## src/rtl/pwm_tbase_pkg.sv

```systemverilog
package pwm_tbase_pkg;
  parameter int unsigned DIV_W = 12;
  parameter int unsigned RES_W = 4;
  parameter int unsigned PH_W  = 16;

  typedef struct packed {
    logic             en;
    logic [RES_W-1:0] res;
    logic [DIV_W-1:0] div;
  } tbase_cfg_t;

  localparam int unsigned CFG_W = $bits(tbase_cfg_t);
  localparam logic ADDR_CFG  = 1'b0;
  localparam logic ADDR_LOCK = 1'b1;
endpackage

```

## src/rtl/pwm_tbase_regs.sv

```systemverilog
module pwm_tbase_regs
  import pwm_tbase_pkg::*;
(
  input  logic             clk_i,
  input  logic             rst_ni,
  input  logic             wr_en_i,
  input  logic             wr_addr_i,
  input  logic [CFG_W-1:0] wr_data_i,
  output tbase_cfg_t       cfg_o,
  output logic             regwen_o
);
  tbase_cfg_t cfg_q;
  logic       regwen_q;

  always_ff @(posedge clk_i or negedge rst_ni) begin
    if (!rst_ni) begin
      cfg_q    <= '0;
      regwen_q <= 1'b1;
    end else if (wr_en_i && regwen_q) begin
      if (wr_addr_i == ADDR_CFG) begin
        cfg_q <= tbase_cfg_t'(wr_data_i);
      end else if (!wr_data_i[0]) begin
        regwen_q <= 1'b0;  // one-way: only reset reopens
      end
    end
  end

  assign cfg_o    = cfg_q;
  assign regwen_o = regwen_q;
endmodule

```

## src/rtl/pwm_tbase_prescaler.sv

```systemverilog
module pwm_tbase_prescaler
  import pwm_tbase_pkg::*;
(
  input  logic             clk_i,
  input  logic             rst_ni,
  input  logic             en_i,
  input  logic [DIV_W-1:0] div_i,
  output logic             tick_o
);
  logic [DIV_W-1:0] cnt_q;

  // >= keeps the divider sane if the limit drops below the running count
  assign tick_o = en_i && (cnt_q >= div_i);

  always_ff @(posedge clk_i or negedge rst_ni) begin
    if (!rst_ni) begin
      cnt_q <= '0;
    end else if (!en_i || tick_o) begin
      cnt_q <= '0;
    end else begin
      cnt_q <= cnt_q + 1'b1;
    end
  end
endmodule

```

## src/rtl/pwm_tbase_phase.sv

```systemverilog
module pwm_tbase_phase
  import pwm_tbase_pkg::*;
(
  input  logic             clk_i,
  input  logic             rst_ni,
  input  logic             en_i,
  input  logic             tick_i,
  input  logic [RES_W-1:0] res_i,
  output logic [PH_W-1:0]  step_o,
  output logic [PH_W-1:0]  phase_o,
  output logic             beat_o,
  output logic             cycle_end_o
);
  localparam int unsigned TOP_SH = PH_W - 1;

  logic [PH_W-1:0] phase_q;
  logic            beat_q, end_q;
  logic [PH_W:0]   sum;

  always_comb begin
    step_o = '0;
    if (int'(res_i) >= TOP_SH) step_o[0] = 1'b1;
    else                       step_o[TOP_SH - int'(res_i)] = 1'b1;
  end

  assign sum = {1'b0, phase_q} + {1'b0, step_o};

  always_ff @(posedge clk_i or negedge rst_ni) begin
    if (!rst_ni) begin
      phase_q <= '0;
      beat_q  <= 1'b0;
      end_q   <= 1'b0;
    end else begin
      beat_q <= tick_i;
      end_q  <= tick_i && sum[PH_W];
      if (!en_i)       phase_q <= '0;
      else if (tick_i) phase_q <= sum[PH_W-1:0];
    end
  end

  assign phase_o     = phase_q;
  assign beat_o      = beat_q;
  assign cycle_end_o = end_q;
endmodule

```

## src/rtl/pwm_tbase.sv

```systemverilog
module pwm_tbase
  import pwm_tbase_pkg::*;
(
  input  logic             clk_i,
  input  logic             rst_ni,
  input  logic             wr_en_i,
  input  logic             wr_addr_i,
  input  logic [CFG_W-1:0] wr_data_i,
  output logic [PH_W-1:0]  phase_o,
  output logic             beat_o,
  output logic             cycle_end_o,
  output logic             regwen_o
);
  tbase_cfg_t      cfg;
  logic            tick;
  logic [PH_W-1:0] step;

  pwm_tbase_regs i_regs (
    .clk_i, .rst_ni, .wr_en_i, .wr_addr_i, .wr_data_i,
    .cfg_o(cfg), .regwen_o
  );

  pwm_tbase_prescaler i_presc (
    .clk_i, .rst_ni, .en_i(cfg.en), .div_i(cfg.div), .tick_o(tick)
  );

  pwm_tbase_phase i_phase (
    .clk_i, .rst_ni, .en_i(cfg.en), .tick_i(tick), .res_i(cfg.res),
    .step_o(step), .phase_o, .beat_o, .cycle_end_o
  );
endmodule

```

## config.mk

```make
export PLATFORM = sky130hd
export DESIGN_NAME = pwm_tbase
export DESIGN_NICKNAME = d
export VERILOG_FILES = /design/src/rtl/pwm_tbase_pkg.sv /design/src/rtl/pwm_tbase_regs.sv /design/src/rtl/pwm_tbase_prescaler.sv /design/src/rtl/pwm_tbase_phase.sv /design/src/rtl/pwm_tbase.sv
export SDC_FILE = /design/constraint.sdc
export NUM_CORES = 1
export LEC_CHECK = 0
export BUFFER_PORTS_ARGS = -buffer_cell sky130_fd_sc_hd__buf_2
export CAP_MARGIN = 20
export CELL_PAD_IN_SITES_DETAIL_PLACEMENT = 0
export CELL_PAD_IN_SITES_GLOBAL_PLACEMENT = 1
export CORE_MARGIN = 2
export CORE_UTILIZATION = 45
export DETAILED_ROUTE_END_ITERATION = 8
export MAX_ROUTING_LAYER = met4
export PLACE_DENSITY = 0.85
export SLEW_MARGIN = 20
export SYNTH_ARGS = -nofsm -noshare
export SYNTH_HDL_FRONTEND = slang
export SYNTH_SLANG_ARGS = --single-unit
```

## constraint.sdc

```tcl
create_clock -name clk_i -period 3.2 [get_ports clk_i]
set_input_delay 0.32 -clock clk_i [delete_from_list [all_inputs] [get_ports clk_i]]
set_output_delay 0.32 -clock clk_i [all_outputs]
set_load 0.005 [all_outputs]
```

==> reports/results.ini <==
[critical_path]
criticalPathCategory=reg -> reg
r2r-start=i_regs.cfg_o[12]$_DFFE_PN0P_
slowest_stage=fa_1
reg2reg_slack_ns=0.46
crit_fanout=8
cp-startpoint=i_regs.cfg_o[12]$_DFFE_PN0P_
rr_worst_depth=9
startpoint_type=flip-flop
worstPathCellList=nand2b_1, or2_2, fa_1, nor2b_4, o2111ai_2, a21oi_2, o41ai_2, or3b_1, a21oi_1
crit_required_ns=3.44
timing.rr.end=i_phase.cycle_end_o$_DFF_PN0_
max_stage_delay_ns=0.48
cp-end-kind=flip-flop
crit_arrival_ns=2.99

[place]
hpwl_um=4592
place_area_um2=3292
port_buffers=39
place.gp.congestion=0.8717

[floorplanning]
chipHeight_um=86.08
start_util_pct=47.20
die-area_um2=7410
fp.dieW_um=86.08
row_count=29
core-area_um2=6422
pin_count=40

[routing]
vias=2307
drcViolationCount=0
routedWlPerCell_um=14.81
drt-total-wl_um=6248
firstDrtPassIters=4
drtIter0Drc=85
via_per_inst=5.467
postRouteAntennaNets=0

[clocking]
clockBufferDepth=2
cts_buffers=5
cts_tree=built
numClockSinks=48
htree_num_levels=2
cts.repair.resized=0
post_cts_buffers=0
root_buffer=clkbuf_8
clkLatencyLatePin_ns=0.31
clkSlewWorstSetupHoldPaths_ns=0.10
holdBufCountCts=0

[synth]
syn_inst=305
netlist_area_um2=3032
synth_flop_cell=dfrtp_1
synthDistinctLibCells=54
synth_warnings=0
synth-async-reset-ratio_pct=100.0
syn_area_per_cell_um2=9.940
yosysSeqAreaShare_pct=39.66
synth_edf_count=0
ys_ff_latch=48
syn_nets=356

[cells_and_area]
multi_input_area_um2=1715
final_nets=395
num_antenna_cells=0
drive_gt1_share_pct=22.61
area_growth_pct=11.84
postLayoutCellArea_um2=3391
fill_cells=606
seqCellArea_um2=1202
final_util_pct=52.80

[global_route]
globalRouteOverflowTotal=0
grt_use_total_pct=18.59
first_global_vias=2207
grt_max_degree=49
grt_pass1_wl_um=10610
antenna_found_initial=0

[timing]
fin_hold_ws_ns=0.01857
max_slew.worst_pin.slew_ns=0.9093
rsz0062_at_grt=no
slew_headroom_pct=39.20
fin_skew_ns=0.004189
fmax_mhz=364.3
post-route-period-util_pct=85.78
fin_setup_tns_ns=0
hold_viol=0
final-setup-viol-count=0
slew_violations=0
period_minus_slack_ns=2.745

[status]
run_status=complete, no violations

[power]
total_power_mw=1.574
pwr_density_cell_nw_per_um2=464.1
vdd_drop_max_uv=200.9
p_leak_nw=1.743

[flow_run]
drv_cap=0

[min_path]
hp-class=in -> async

==> layout by cell type, fill, tap and decap left out, types with 3 or more instances in the layout <==
cell	synthesis	final
dfrtp_1	47	47
mux2_2	16	16
o21ai_0	9	9
nand3_1	7	7
clkbuf_8	0	6
nand2_1	19	19
buf_2	4	38
a21oi_2	3	3
and3_1	7	7
a21oi_1	13	13
o21ai_1	3	3
xnor2_1	11	11
ha_1	29	29
a22o_1	12	12
nand2b_1	4	4
nor2_1	33	33
inv_1	20	20
xor2_1	9	9
nor3_1	8	8
a21o_1	5	5
==> cell usage after synthesis (all sizes together), types with 3 or more instances <==
cell    number  area [µm²]
nand3        7       35.03
mux2        16       180.2
o21ai       12       60.05
nor3         8       40.04
a21oi       17       107.6
dfrtp       47        1176
ha          29       362.9
inv         20       75.07
nand2b       4       25.02
a21o         5       37.54
xor2         9       78.83
xnor2       11       96.34
and3         8       51.30
buf          5       27.53
nand2       19       71.32
clkbuf       3       11.26
a22o        12       105.1
nor2        34       130.1
==> state kept, by name (all words and copies together) (netlist names) <==
| register | count |
|---|---|
| i_regs.regwen_o | 1 |
| i_phase.beat_o | 1 |
| i_regs.cfg_o | 17 |
| i_phase.cycle_end_o | 1 |
| i_phase.phase_o | 16 |
| i_presc.cnt_q | 12 |
==> metrics by stage <==
step,instances,worst slack [ns]
2_1_floorplan,305,0.6679
3_3_place_gp,414,0.5622
3_5_place_dp,414,0.4547
4_1_cts,422,0.4418
5_1_grt,422,0.2788
6_report,422,0.4552
==> metal layers <==
metal / vias up / part of all wire, % / global-route usage [%]
met4: 0 / 1.2 / 4.762
met2: 37 / 43 / 26.71
met5: - / 0 / -
li1: 1177 / - / -
met1: 1085 / 53 / 27.18
met3: 8 / 3.3 / 3.176
==> how the worst max path moves through the flow <==
| stage | endpoint | slack, ns | depth (start not counted) |
|---|---|---|---|
| after floorplan | i_phase.cycle_end_o$_DFF_PN0_ | 0.67 | 9 |
| after global placement | i_phase.cycle_end_o$_DFF_PN0_ | 0.56 | 9 |
| after detailed placement | i_phase.cycle_end_o$_DFF_PN0_ | 0.45 | 9 |
| after CTS | i_phase.cycle_end_o$_DFF_PN0_ | 0.44 | 9 |
| after global routing | i_phase.cycle_end_o$_DFF_PN0_ | 0.28 | 11 |
| final | i_phase.cycle_end_o$_DFF_PN0_ | 0.46 | 9 |
==> where the power goes <==
part	internal, mW	switching (mW)	total, mW
logic	0.172	0.239	0.412
clock network	0.178	0.228	0.406
registers	0.685	0.0710	0.756
==> cells by family (layout without fill, tap and decap cells) <==
family,count (synthesis),in the layout,synth area share (%)
AOI/OAI and AO/OA,70,70,17.46
xor gates and xnor gates,20,20,5.778
adders and majority gates,30,30,12.63
buffers and inverters,28,68,3.756
DFF,48,48,39.66
muxes,16,16,5.943
and+or+nand+nor,93,93,14.78
==> worst max-delay path: cells and delay by family (launching register included) <==
family | cells | cell delay (ns)
and+or+nand+nor | 4 | 1.10
AOI/OAI and AO/OA | 4 | 0.63
DFF | 1 | 0.46
adders and majority gates | 1 | 0.48
==> layout make-up <==
type / count / area share [%]
Multi-Input combinational cell: 229 / 50.59
Sequential cell: 48 / 35.46
Timing Repair Buffer: 40 / 6.052
Tap cell: 77 / 2.841
Clock buffer: 6 / 2.435
Inverter: 20 / 2.214
Clock inverter: 2 / 0.4059
Note: power is estimated with default switching activity, not from simulation.
